$ cat src/rtl/wdg_pkg.sv
package wdg_pkg;
  localparam int ADDR_W = 12;
  localparam int DATA_W = 16;

  localparam logic [ADDR_W-1:0] A_KEY  = 12'h000;
  localparam logic [ADDR_W-1:0] A_PRE  = 12'h004;
  localparam logic [ADDR_W-1:0] A_RLD  = 12'h008;
  localparam logic [ADDR_W-1:0] A_STAT = 12'h00C;
  localparam logic [ADDR_W-1:0] A_EW   = 12'h014;
  localparam logic [ADDR_W-1:0] A_CLR  = 12'h018;
  localparam logic [ADDR_W-1:0] A_VER  = 12'h3F4;

  localparam logic [15:0] K_LOCK   = 16'h0000;
  localparam logic [15:0] K_OPEN   = 16'h5555;
  localparam logic [15:0] K_RELOAD = 16'hAAAA;
  localparam logic [15:0] K_START  = 16'hCCCC;

  // field indices of the delayed configuration fields
  localparam int F_PRE = 0;
  localparam int F_RLD = 1;
  localparam int F_CMP = 2;
  localparam int F_EN  = 3;
  localparam int NF    = 4;
endpackage

$ cat src/rtl/wdg_field_sync.sv
module wdg_field_sync #(
  parameter int W   = 12,
  parameter int LAT = 8,
  parameter logic [W-1:0] INIT = '0
) (
  input  logic         clk_i,
  input  logic         rst_i,
  input  logic         load_i,
  input  logic [W-1:0] d_i,
  output logic [W-1:0] shadow_o,
  output logic [W-1:0] active_o,
  output logic         busy_o
);
  localparam int LW = $clog2(LAT + 1);
  localparam logic [LW-1:0] LAT_V = LW'(LAT);

  logic [LW-1:0] cnt_q;
  logic [W-1:0]  sh_q, act_q;

  always_ff @(posedge clk_i) begin
    if (rst_i) begin
      cnt_q <= '0;
      sh_q  <= INIT;
      act_q <= INIT;
    end else if (load_i) begin
      sh_q  <= d_i;
      cnt_q <= LAT_V;
    end else if (cnt_q != '0) begin
      cnt_q <= cnt_q - LW'(1);
      if (cnt_q == LW'(1)) act_q <= sh_q;
    end
  end

  assign shadow_o = sh_q;
  assign active_o = act_q;
  assign busy_o   = (cnt_q != '0);


  busy_window_chk: assert property (@(posedge clk_i) disable iff (rst_i)
    cnt_q <= LAT_V);

  settled_value_chk: assert property (@(posedge clk_i) disable iff (rst_i)
    !busy_o |-> (act_q == sh_q));
endmodule

$ cat src/rtl/wdg_prescaler.sv
module wdg_prescaler #(
  parameter int CODE_W     = 12,
  parameter int BASE_SHIFT = 2,
  parameter int MAX_SHIFT  = 6
) (
  input  logic              clk_i,
  input  logic              rst_i,
  input  logic              run_i,
  input  logic              clr_i,
  input  logic [CODE_W-1:0] code_i,
  output logic              tick_o
);
  localparam int PRE_W = BASE_SHIFT + MAX_SHIFT;

  logic [PRE_W-1:0] pre_q;
  logic [PRE_W-1:0] top_v;
  int               sh;

  always_comb begin
    sh    = (code_i >= CODE_W'(MAX_SHIFT)) ? MAX_SHIFT : int'(code_i);
    top_v = PRE_W'((1 << (BASE_SHIFT + sh)) - 1);
  end

  assign tick_o = run_i && !clr_i && (pre_q >= top_v);

  always_ff @(posedge clk_i) begin
    if (rst_i || clr_i || !run_i || tick_o) pre_q <= '0;
    else                                   pre_q <= pre_q + PRE_W'(1);
  end


  idle_phase_chk: assert property (@(posedge clk_i) disable iff (rst_i)
    !run_i |=> (pre_q == '0));
endmodule

$ cat src/rtl/wdg_down.sv
module wdg_down #(
  parameter int CNT_W = 12
) (
  input  logic             clk_i,
  input  logic             rst_i,
  input  logic             run_i,
  input  logic             tick_i,
  input  logic             load_i,
  input  logic [CNT_W-1:0] rld_i,
  input  logic [CNT_W-1:0] cmp_i,
  input  logic             en_i,
  input  logic             ack_i,
  output logic             pulse_o,
  output logic             flag_o,
  output logic             irq_o
);
  logic [CNT_W-1:0] cnt_q;
  logic             pulse_q, flag_q, irq_q;
  logic             step, hit, flag_d;

  assign step   = run_i && tick_i && !load_i;
  assign hit    = step && (cnt_q != '0) && ((cnt_q - CNT_W'(1)) == cmp_i);
  assign flag_d = hit || (flag_q && !ack_i);

  always_ff @(posedge clk_i) begin
    if (rst_i) begin
      cnt_q   <= '1;
      pulse_q <= 1'b0;
      flag_q  <= 1'b0;
      irq_q   <= 1'b0;
    end else begin
      pulse_q <= step && (cnt_q == '0);
      flag_q  <= flag_d;
      irq_q   <= flag_d && en_i;
      if (load_i)                 cnt_q <= rld_i;
      else if (step) cnt_q <= (cnt_q == '0) ? rld_i : cnt_q - CNT_W'(1);
    end
  end

  assign pulse_o = pulse_q;
  assign flag_o  = flag_q;
  assign irq_o   = irq_q;


  single_pulse_chk: assert property (@(posedge clk_i) disable iff (rst_i)
    pulse_q |=> !pulse_q);

  irq_needs_flag_chk: assert property (@(posedge clk_i) disable iff (rst_i)
    irq_q |-> flag_q);
endmodule

$ cat src/rtl/wdg_top.sv
module wdg_top
  import wdg_pkg::*;
#(
  parameter int CNT_W   = 12,
  parameter int LAT     = 8,
  parameter logic [7:0] VERSION = 8'h40
) (
  input  logic              clk_i,
  input  logic              rst_i,
  input  logic              wr_en_i,
  input  logic              rd_en_i,
  input  logic [ADDR_W-1:0] addr_i,
  input  logic [DATA_W-1:0] wdata_i,
  output logic [DATA_W-1:0] rdata_o,
  output logic              wdg_rst_o,
  output logic              ew_irq_o
);
  localparam logic [NF-1:0][CNT_W-1:0] FLD_INIT =
    {CNT_W'(0), CNT_W'(0), {CNT_W{1'b1}}, CNT_W'(0)};

  logic open_q, run_q;
  logic [DATA_W-1:0] rdata_q;
  logic wr_key, wr_pre, wr_rld, wr_ew, wr_clr;
  logic key_start, key_reload, ack, load, tick, flag;

  logic [NF-1:0]            fld_wr, busy;
  logic [NF-1:0][CNT_W-1:0] fld_d, fld_sh, fld_act;

  assign wr_key = wr_en_i && (addr_i == A_KEY);
  assign wr_pre = wr_en_i && (addr_i == A_PRE);
  assign wr_rld = wr_en_i && (addr_i == A_RLD);
  assign wr_ew  = wr_en_i && (addr_i == A_EW);
  assign wr_clr = wr_en_i && (addr_i == A_CLR);

  assign key_start  = wr_key && (wdata_i == K_START);
  assign key_reload = wr_key && (wdata_i == K_RELOAD);
  assign ack  = (wr_ew && wdata_i[14]) || (wr_clr && wdata_i[15]);
  assign load = key_start || key_reload || (wr_ew && open_q);

  always_comb begin
    fld_wr[F_PRE] = wr_pre && open_q;
    fld_wr[F_RLD] = wr_rld && open_q;
    fld_wr[F_CMP] = wr_ew && open_q;
    fld_wr[F_EN]  = wr_ew && open_q;
    fld_d[F_PRE]  = CNT_W'(wdata_i[3:0]);
    fld_d[F_RLD]  = CNT_W'(wdata_i[CNT_W-1:0]);
    fld_d[F_CMP]  = CNT_W'(wdata_i[CNT_W-1:0]);
    fld_d[F_EN]   = CNT_W'(wdata_i[15]);
  end

  for (genvar i = 0; i < NF; i++) begin : g_fld
    wdg_field_sync #(.W(CNT_W), .LAT(LAT), .INIT(FLD_INIT[i])) u_sync (
      .clk_i(clk_i), .rst_i(rst_i), .load_i(fld_wr[i]), .d_i(fld_d[i]),
      .shadow_o(fld_sh[i]), .active_o(fld_act[i]), .busy_o(busy[i]));
  end

  always_ff @(posedge clk_i) begin
    if (rst_i) begin
      open_q <= 1'b0;
      run_q  <= 1'b0;
    end else begin
      if (wr_key && wdata_i == K_OPEN)      open_q <= 1'b1;
      else if (wr_key && wdata_i == K_LOCK) open_q <= 1'b0;
      if (key_start) run_q <= 1'b1;
    end
  end

  wdg_prescaler #(.CODE_W(CNT_W)) u_pre (
    .clk_i(clk_i), .rst_i(rst_i), .run_i(run_q), .clr_i(load),
    .code_i(fld_act[F_PRE]), .tick_o(tick));

  wdg_down #(.CNT_W(CNT_W)) u_down (
    .clk_i(clk_i), .rst_i(rst_i), .run_i(run_q), .tick_i(tick),
    .load_i(load), .rld_i(fld_act[F_RLD]), .cmp_i(fld_act[F_CMP]),
    .en_i(|fld_act[F_EN]), .ack_i(ack), .pulse_o(wdg_rst_o),
    .flag_o(flag), .irq_o(ew_irq_o));

  always_ff @(posedge clk_i) begin
    if (rst_i) rdata_q <= '0;
    else if (rd_en_i) begin
      unique case (addr_i)
        A_PRE:   rdata_q <= DATA_W'(fld_sh[F_PRE]);
        A_RLD:   rdata_q <= DATA_W'(fld_sh[F_RLD]);
        A_STAT:  rdata_q <= {flag, 6'b0, run_q, 4'b0, busy};
        A_EW:    rdata_q <= {|fld_sh[F_EN], 3'b0, fld_sh[F_CMP]};
        A_VER:   rdata_q <= DATA_W'(VERSION);
        default: rdata_q <= '0;
      endcase
    end
  end
  assign rdata_o = rdata_q;


  never_stops_chk: assert property (@(posedge clk_i) disable iff (rst_i)
    run_q |=> run_q);

  start_runs_chk: assert property (@(posedge clk_i) disable iff (rst_i)
    key_start |=> run_q);

  locked_no_busy_chk: assert property (@(posedge clk_i) disable iff (rst_i)
    (wr_rld && !open_q && !busy[F_RLD]) |=> !busy[F_RLD]);
endmodule

$ cat config.mk
export PLATFORM = sky130hd
export DESIGN_NAME = wdg_top
export DESIGN_NICKNAME = d
export VERILOG_FILES = /design/src/rtl/wdg_pkg.sv /design/src/rtl/wdg_field_sync.sv /design/src/rtl/wdg_prescaler.sv /design/src/rtl/wdg_down.sv /design/src/rtl/wdg_top.sv
export SDC_FILE = /design/constraint.sdc
export NUM_CORES = 1
export LEC_CHECK = 0
export BUFFER_PORTS_ARGS = -buffer_cell sky130_fd_sc_hd__buf_4
export CORE_MARGIN = 1.5
export CORE_UTILIZATION = 55
export CTS_CLUSTER_DIAMETER = 60
export DETAILED_ROUTE_END_ITERATION = 12
export MAX_ROUTING_LAYER = met4
export PLACE_DENSITY_LB_ADDON = 0.08
export SYNTH_ARGS = -nofsm -noshare
export SYNTH_HDL_FRONTEND = slang
export SYNTH_SLANG_ARGS = --single-unit
$ cat constraint.sdc
create_clock -name clk_i -period 13.39 [get_ports clk_i]
set_input_delay 0.6695 -clock clk_i [delete_from_list [all_inputs] [get_ports clk_i]]
set_output_delay 0.6695 -clock clk_i [all_outputs]
set_load 0.02 [all_outputs]
==> summary.txt, run 1 <==
outcome: complete, no violations
unrepaired setup endpoints after global routing: false
Tcrit/Tclk final: 0.365
Synth-to-Final Area Change: 9.24%
Critical Path End Type: register
most instantiated library cell after synthesis: nand2_1
Yosys cell types: 69
Largest stage delay, worst path: 0.65 ns
worst slew pin tran: 0.938 ns
Gate Count Post-Synth: 724
all-layer global routing usage: 0.297
critical path type: reg -> reg
Syn Area/Cell: 8.12 um2
Initial Util: 0.567
Vias/cell: 6.05
drt pass-1 iters: 5
internal power: 513 uW
synth warn: 0
Tmin final: 4.88 ns
hold_buf cts: 0
Final Max Tran Viols: 0
post-CTS setup buffer count: 0
dpl cells: 867
clock network fraction of total power: 0.274
CP top delay family: simple AND/OR/NAND/NOR gates
Final Hold Viols: 0
Final WS setup: 8.51 ns
crit-path cells: nor2_1 > inv_1 > ha_1 > or2_2 > or4b_2 > ha_1 > a21o_1 > a32oi_1 > ha_1 > a2111oi_0 > o21ai_0 > and3_1 > a211o_1 > a21o_1
Flop pwr share: 0.506
Detail Placement HPWL: 11.4 mm
total CTS buffers: 9
vias in the first global route: 4995
Rel. slew slack: 0.375
NetSw: 249 uW
post-synth top area share: 0.381
Sw Ratio: 0.326
total routed wirelength: 15.5 mm
Post-synth top cells: 121 x nand2_1, 112 x dfxtp_1, 58 x nor2_1, 42 x a21oi_1, 42 x nand3_1
number of synthesized flops with an enable pin: 0
layout cells sized above 1: 0.120
clock tree root buffer cell: clkbuf_8
Synth area leader: dfxtp_1
Critical Path Start Type: register
Post-route DRC: 0
Placer Congestion: 0.930
core area: 10400 um2
Most common cell on crit path: ha_1
PortBufs: 46
hold crit path type: in -> reg
final non-filler cell total: 883
combinational power share: 0.220
leak pwr: 2.64 nW
power per cell area: 119 nW/um2
Diodes inserted: 0
number of buffers and inverters on the critical path: 1
Routed wire per std cell: 17.5 um
Die Y: 106 um
maximum buffer depth of the clock tree: 2
Max Freq: 205 MHz
number of H-tree levels: 3
global-route wire length before repair: 25.6 mm
max-cap violation count: 0
DRT iter0 DRCs: 466
nets@finish: 795
Top FF cell, synth: dfxtp_1
#FFs+latches synth: 112
CTS tree: built
Setup WS pre-CTS: 8.56 ns
clk slew on worst S/H paths: 0.12 ns
worst skew pair latency: 0.41 ns
largest net degree at the start of global routing: 52
TNS Setup: 0 ns
Finished Core Util: 0.619
initial antenna violation count: 0
Routed Antenna Nets: 0
critical path data required time: 13.70 ns
slowest CP cell: or4b_2
Mapped Area: 5880 um2
Site Rows: 37
CP arrival: 5.19 ns
GRT overflow: 0
register area share after synthesis: 0.381
largest fanout on the critical path: 25
Post-CTS Resized: 0
main area contributors after synthesis: dfxtp_1 38%, nand2_1 7.7%, ha_1 4.5%
worst vdd ir: 0.132 mV
CTS Sinks: 112
Worst Skew: 0.0212 ns
io pins: 50
Async SR Flop Fraction: 0
# setup viols final: 0
vias post-DR: 5338
die extent in x: 106 um
Die ar.: 11300 um2
cell type report:
cell class                 instances  area, um2
fill                             962       3950
tap                              136        170
multi-input combinational        549       3350
clock inverter                     7       82.6
inverter                          19       71.3
timing repair buffer              51        383
sequential                       112       2240
clock buffer                       9        124
power groups by stage:
stage	clock (mW)	combinational (mW)	sequential, mW
global route	0.229	0.194	0.390
finish	0.209	0.167	0.386
CTS	0.213	0.168	0.385
global placement	0	0.160	0.391
floorplan	0	0.128	0.387
detailed placement	0	0.167	0.393
routing by layer:
layer	track usage	up-vias	part of all wire
met5	-	-	0
met4	0.0840	0	0.011
met3	0.0540	14	0.072
met2	0.457	192	0.46
met1	0.400	2542	0.46
li1	-	2590	-
registers in the layout, indices dropped and copies added (netlist names):
name                   cells
run_q                      1
g_fld.u_sync.active_o     29
u_down.flag_o              1
rdata_o                   13
g_fld.u_sync.shadow_o     29
u_down.cnt_q              12
g_fld.u_sync.cnt_q        16
u_down.pulse_o             1
u_pre.pre_q                8
u_down.irq_o               1
open_q                     1
cell families (layout without fill, tap and decap cells):
| logic type | after synthesis | after routing | synth area share |
|---|---|---|---|
| simple gates | 330 | 330 | 0.281 |
| compound gates | 145 | 145 | 0.163 |
| flops | 112 | 112 | 0.381 |
| buf+inv | 65 | 86 | 0.0502 |
| xor+xnor | 30 | 30 | 0.0447 |
| fa+ha+maj | 21 | 21 | 0.0447 |
| mux | 20 | 20 | 0.0345 |
| other cells | 1 | 3 | 0.000638 |
placed cells by master, fill, tap and decap left out, types with 13 or more instances in the layout:
cell and instances:
a211oi_1 13, a21oi_1 42, buf_4 51, dfxtp_1 112
ha_1 21, inv_1 19, mux2i_1 18, nand2_1 121
nand3_1 42, nor2_1 58, nor3_1 23, o21ai_0 33
xnor2_1 20
worst paths after layout:
kind | slack (ns) | cells after the start | endpoint | from
worst min register to register | 0.48 | 2 | g_fld[1].u_sync.active_o[7] | g_fld[1].u_sync.active_o[7]
worst max register to register | 8.51 | 14 | u_down.cnt_q[7] | g_fld[0].u_sync.active_o[1]
worst max-delay path | 8.51 | 14 | u_down.cnt_q[7] | g_fld[0].u_sync.active_o[1]
worst min-delay path | 0.46 | 2 | rdata_o[6] | rd_en_i
per-stage QoR:
stage,instance area [um2],hold WS (ns),power (mW)
6_report,6420,0.458,0.762
5_1_grt,6420,0.454,0.812
4_1_cts,6420,0.442,0.767
3_5_place_dp,6220,0.449,0.560
3_3_place_gp,6220,0.444,0.551
2_1_floorplan,5890,0.439,0.515
No activity file was read; power rests on OpenSTA's default activity.
==> inputs of run 2 (changes only) <==
==> constraint.sdc (replaced) <==
create_clock -name clk_i -period 4.9 [get_ports clk_i]
set_input_delay 0.245 -clock clk_i [delete_from_list [all_inputs] [get_ports clk_i]]
set_output_delay 0.245 -clock clk_i [all_outputs]
set_load 0.02 [all_outputs]
==> run 2 against run 1 <==
Compared with the run above:
- register-to-register slack got worse by 8.2 ns
- fmax rose by 5.7%
- clock power rose to 2.7 times the previous value
- via count down 0.13%
- global-route usage decreased by 0.17 points
- sequential power increased to 2.7 times the previous value
- clock skew is 0.0010 ns lower
- final cell count stayed put
- flip-flop and latch count is the same
- design area barely moved
- largest power group unchanged
==> summary.txt, run 2 (synthesis gave the netlist of run 1 again) <==
outcome: complete, no violations (unchanged)
leak pwr: 2.63 nW (was 2.64 nW)
vias post-DR: 5331 (was 5338)
die extent in x: 106 um (unchanged)
post-CTS setup buffer count: 0 (unchanged)
unrepaired setup endpoints after global routing: false (unchanged)
Diodes inserted: 0 (unchanged)
Final Max Tran Viols: 0 (unchanged)
nets@finish: 795 (unchanged)
vias in the first global route: 5098 (was 4995)
reg2reg start: g_fld[0].u_sync.active_o[1] (unchanged)
Die ar.: 11300 um2 (unchanged)
Routed Antenna Nets: 0 (unchanged)
worst r2r path cells: 14 (unchanged)
most frequent cells in the layout: 121 x nand2_1, 112 x dfxtp_1, 58 x nor2_1 (unchanged)
worst skew pair latency: 0.39 ns (was 0.41 ns)
GRT overflow: 0 (unchanged)
hold path start: rd_en_i (unchanged)
Initial Util: 0.567 (unchanged)
initial antenna violation count: 0 (unchanged)
max-cap violation count: 0 (unchanged)
total CTS buffers: 9 (unchanged)
largest net degree at the start of global routing: 52 (unchanged)
all-layer global routing usage: 0.295 (was 0.297)
commonest non-fill, non-tap cell in the layout: nand2_1 (unchanged)
Post-route DRC: 0 (unchanged)
# setup viols final: 0 (unchanged)
Hold Crit Endpoint: rdata_o[6] (unchanged)
clock tree root buffer cell: clkbuf_8 (unchanged)
Tmin final: 4.62 ns (was 4.88 ns)
Rel. slew slack: 0.387 (was 0.375)
Site Rows: 37 (unchanged)
DRT iter0 DRCs: 360 (was 466)
Die Y: 106 um (unchanged)
hold crit path type: in -> reg (unchanged)
Critical Path Start Type: register (unchanged)
R2R Setup Slk: 0.28 ns (was 8.51 ns)
CTS Sinks: 112 (unchanged)
critical path type: reg -> reg (unchanged)
Max Freq: 216 MHz (was 205 MHz)
Worst Hold Depth: 2 (unchanged)
PortBufs: 46 (unchanged)
global-route wire length before repair: 25.6 mm (unchanged)
Routed wire per std cell: 17.6 um (was 17.5 um)
worst slew pin tran: 0.916 ns (was 0.938 ns)
post-layout power: 2.07 mW (was 762 uW)
total routed wirelength: 15.5 mm (about the same)
TNS Setup: 0 ns (unchanged)
Placer Congestion: 0.930 (unchanged)
Tcrit/Tclk final: 0.943 (was 0.365)
Critical Path End Type: register (unchanged)
largest fanout on the critical path: 8 (was 25)
core area: 10400 um2 (unchanged)
drt pass-1 iters: 5 (unchanged)
Vias/cell: 6.04 (was 6.05)
layout cells sized above 1: 0.122 (was 0.120)
critical path data required time: 5.21 ns (was 13.70 ns)
maximum buffer depth of the clock tree: 2 (unchanged)
clk slew on worst S/H paths: 0.11 ns (was 0.12 ns)
worst vdd ir: 0.257 mV (was 0.132 mV)
Worst Skew: 0.0202 ns (was 0.0212 ns)
power per cell area: 322 nW/um2 (was 119 nW/um2)
Final Hold Viols: 0 (unchanged)
Synth-to-Final Area Change: 9.15% (was 9.24%)
number of H-tree levels: 3 (unchanged)
CP arrival: 4.93 ns (was 5.19 ns)
CTS tree: built (unchanged)
Crit Reg-Reg Endpoint: u_pre.pre_q[4] (was u_down.cnt_q[7])
Detail Placement HPWL: 11.4 mm (about the same)
io pins: 50 (unchanged)
## run 2: cell types whose count changed in the layout (fill, tap and decap cells not counted), sizes merged
cell	previous run	this run
clkbuf	9	10
clkinvlp	1	0
## run 2: power by group
group | internal [mW] | switching, mW
combinational | 0.208 | 0.251
clock | 0.211 | 0.345
sequential | 0.989 | 0.0658
total | 1.41 | 0.662
## run 2: what timing repair did
action,in CTS,in global routing
endpoints found under the setup margin,0,12
hold buffers,0,0
gates resized for setup,0,2
## run 2: how the worst max path moves through the flow
| stage | cells after the start | slack, ns | start | to |
|---|---|---|---|---|
| after global placement | 14 | 0.35 | g_fld[0].u_sync.active_o[1] | u_down.cnt_q[7] |
| after CTS | 14 | 0.1 | g_fld[0].u_sync.active_o[1] | u_down.cnt_q[7] |
| final | 14 | 0.28 | g_fld[0].u_sync.active_o[1] | u_pre.pre_q[4] |
| after floorplan | 16 | 0.61 | g_fld[0].u_sync.active_o[3] | u_down.cnt_q[10] |
| after detailed placement | 14 | 0.12 | g_fld[0].u_sync.active_o[1] | u_down.cnt_q[7] |
| after global routing | 15 | 0.001 | g_fld[0].u_sync.active_o[1] | u_pre.pre_q[2] |
## run 2: routing by layer
layer	GRT usage	vias to the layer above	wire, um
met1	0.399	2518	7240
met5	-	-	0
met2	0.456	191	7020
li1	-	2595	-
met4	0.0956	0	229
met3	0.0417	27	1020
## run 2: layout make-up
cell class	instances	area (um2)
inverter	19	71.3
sequential	112	2240
multi-input combinational	549	3350
timing repair buffer	51	383
fill	942	3950
tap	136	170
clock buffer	10	138
clock inverter	6	58.8
## run 2: worst max-delay path, stage by stage, from the launching register on
cell and delay (ns):
dfxtp_1 0.36, nor2_1 0.22, inv_1 0.10, ha_1 0.35, or2_2 0.32, or4b_2 0.65
ha_1 0.32, a21o_1 0.21, a32oi_1 0.21, ha_1 0.28, a2111oi_0 0.45, o21ai_0 0.23
and2_1 0.20, or3_1 0.50, nor2_1 0.15
## run 2: metrics by stage
stage          cells  setup slack, ns  utilization  hold slack (ns)  area [um2]
3_5_place_dp     867            0.125        0.599            0.449        6220
2_1_floorplan    726            0.611            -            0.335        5890
6_report         883            0.278        0.619           0.0579        6420
5_1_grt          883          0.00121        0.619           0.0510        6420
4_1_cts          883           0.0999        0.618           0.0302        6410
3_3_place_gp     867            0.349        0.599            0.444        6220
==> inputs of run 3 (changes only) <==
--- a/config.mk
+++ b/config.mk
@@ -7,11 +7,11 @@
 export LEC_CHECK = 0
 export BUFFER_PORTS_ARGS = -buffer_cell sky130_fd_sc_hd__buf_4
 export CORE_MARGIN = 1.5
-export CORE_UTILIZATION = 55
+export CORE_UTILIZATION = 45
 export CTS_CLUSTER_DIAMETER = 60
 export DETAILED_ROUTE_END_ITERATION = 12
 export MAX_ROUTING_LAYER = met4
-export PLACE_DENSITY_LB_ADDON = 0.08
+export PLACE_DENSITY = 0.64
 export SYNTH_ARGS = -nofsm -noshare
 export SYNTH_HDL_FRONTEND = slang
 export SYNTH_SLANG_ARGS = --single-unit
==> run 3 against run 2 <==
Compared with the run above:
- fmax grew 1.5%
- worst setup slack gained 0.070 ns
- sequential power is essentially flat
- utilization shrank 10 points
- sequential share of layout area shrank 0.86 points
- largest power group unchanged
==> summary.txt, run 3 (synthesis gave the netlist of run 1 again) <==
outcome: complete, no violations (unchanged)
total CTS buffers: 9 (unchanged)
Critical Path End Type: register (unchanged)
PortBufs: 46 (unchanged)
Final WS setup: 0.347 ns (was 0.278 ns)
Final Hold Viols: 0 (unchanged)
Largest stage delay, worst path: 0.65 ns (about the same)
clk slew on worst S/H paths: 0.08 ns (was 0.11 ns)
Synth-to-Final Area Change: 11.9% (was 9.15%)
hold crit path type: in -> reg (unchanged)
worst slew pin tran: 0.957 ns (was 0.916 ns)
drt pass-1 iters: 5 (unchanged)
# setup viols final: 0 (unchanged)
reg2reg start: g_fld[0].u_sync.active_o[1] (unchanged)
Most common cell on crit path: ha_1 (unchanged)
crit-path cells: nor2_1 > inv_1 > ha_1 > or2_2 > or4b_2 > ha_1 > nor3_1 > a21o_1 > a32oi_1 > ha_1 > a2111oi_0 > o21ai_1 > and2_1 > or3_1 > nor2_1 (was nor2_1 > inv_1 > ha_1 > or2_2 > or4b_2 > ha_1 > a21o_1 > a32oi_1 > ha_1 > a2111oi_0 > o21ai_0 > and2_1 > or3_1 > nor2_1)
area of the multi-input gates: 3350 um2 (unchanged)
Critical Path Start Type: register (unchanged)
Tcrit/Tclk final: 0.929 (was 0.943)
Initial Util: 0.464 (was 0.567)
Setup WS pre-CTS: 0.183 ns (was 0.125 ns)
leak pwr: 2.69 nW (was 2.63 nW)
FF/Latch Area: 2240 um2 (unchanged)
layout cells sized above 1: 0.121 (was 0.122)
max-cap violation count: 0 (unchanged)
Max Freq: 220 MHz (was 216 MHz)
Final Max Tran Viols: 0 (unchanged)
unrepaired setup endpoints after global routing: false (unchanged)
io pins: 50 (unchanged)
commonest non-fill, non-tap cell in the layout: nand2_1 (unchanged)
Routed Antenna Nets: 0 (unchanged)
Die Y: 117 um (was 106 um)
initial antenna violation count: 0 (unchanged)
Min Hold Slack: 0.0937 ns (was 0.0579 ns)
Fillers: 1245 (was 942)
Worst Skew: 0.0138 ns (was 0.0202 ns)
critical path type: reg -> reg (unchanged)
Post-route DRC: 0 (unchanged)
TNS Setup: 0 ns (unchanged)
hold path start: rd_en_i (unchanged)
Diodes inserted: 0 (unchanged)
global-route wire length before repair: 26.0 mm (was 25.6 mm)
Routed wire per std cell: 17.3 um (was 17.6 um)
worst vdd ir: 0.236 mV (was 0.257 mV)
CTS Sinks: 112 (unchanged)
CP arrival: 4.84 ns (was 4.93 ns)
final non-filler cell total: 918 (was 883)
critical path data required time: 5.19 ns (was 5.21 ns)
Rel. slew slack: 0.359 (was 0.387)
all-layer global routing usage: 0.239 (was 0.295)
Detail Placement HPWL: 11.6 mm (was 11.4 mm)
Tmin final: 4.55 ns (was 4.62 ns)
most frequent cells in the layout: 121 x nand2_1, 112 x dfxtp_1, 58 x nor2_1 (unchanged)
Die ar.: 13800 um2 (was 11300 um2)
slowest CP cell: or4b_2 (unchanged)
DRT iter0 DRCs: 357 (was 360)
largest net degree at the start of global routing: 52 (unchanged)
Vias/cell: 5.80 (was 6.04)
core area: 12700 um2 (was 10400 um2)
power per cell area: 352 nW/um2 (was 322 nW/um2)
GRT overflow: 0 (unchanged)
die extent in x: 117 um (was 106 um)
total routed wirelength: 15.9 mm (was 15.5 mm)
clock tree root buffer cell: clkbuf_16 (was clkbuf_8)
maximum buffer depth of the clock tree: 2 (unchanged)
dpl cells: 902 (was 867)
nets@finish: 794 (was 795)
hold_buf cts: 0 (unchanged)
worst skew pair latency: 0.36 ns (was 0.39 ns)
vias post-DR: 5326 (was 5331)
largest fanout on the critical path: 8 (unchanged)
CTS tree: built (unchanged)
Placer Congestion: 0.916 (was 0.930)
crit path from: g_fld[0].u_sync.active_o[1] (unchanged)
Site Rows: 41 (was 37)
number of H-tree levels: 3 (unchanged)
post-layout power: 2.32 mW (was 2.07 mW)
vias in the first global route: 5102 (was 5098)
## run 3: per-stage QoR
stage          area (um2)   util
3_5_place_dp         6250  0.494
6_report             6580  0.519
5_1_grt              6580  0.519
2_1_floorplan        5890      -
4_1_cts              6580  0.519
3_3_place_gp         6250  0.494
## run 3: power by group
part / internal [mW] / switching (mW) / total, mW
registers: 0.989 / 0.0661 / 1.05
logic: 0.208 / 0.260 / 0.468
clock network: 0.424 / 0.372 / 0.795
total: 1.62 / 0.698 / 2.32
## run 3: final cells by class
type | count | share of cell area
Clock buffer | 10 | 0.0363
Clock inverter | 6 | 0.0125
Inverter | 19 | 0.0108
Multi-Input combinational cell | 549 | 0.510
Sequential cell | 112 | 0.341
Tap cell | 172 | 0.0327
Timing Repair Buffer | 50 | 0.0570
## run 3: layer usage
| layer | vias to the layer above | GRT usage | part of all wire |
|---|---|---|---|
| met5 | - | - | 0 |
| met4 | 0 | 0.0880 | 0.021 |
| met3 | 21 | 0.0443 | 0.052 |
| met2 | 153 | 0.381 | 0.47 |
| met1 | 2566 | 0.304 | 0.45 |
| li1 | 2586 | - | - |
## run 3: path summary, 6_finish.rpt
path	endpoint	slack, ns	cells past startpoint
worst max register to register	u_pre.pre_q[2]	0.35	15
worst min-delay path	rdata_o[6]	0.09	2
worst min register to register	rdata_o[8]	0.47	2
worst max-delay path	u_pre.pre_q[2]	0.35	15
## run 3: what timing repair did
| action | CTS | global route |
|---|---|---|
| gates resized for setup | 0 | 3 |
| buffers inserted | 0 | 0 |
| endpoints found under the hold margin | 0 | 0 |
| setup endpoints to repair | 0 | 13 |
## run 3: critical path: cells and delay by family, from the launching register on
kind / cells / cell delay, ns
simple gates: 7 / 2.26
fa+ha+maj: 3 / 0.98
compound gates: 4 / 0.77
flops: 1 / 0.34
buf+inv: 1 / 0.12
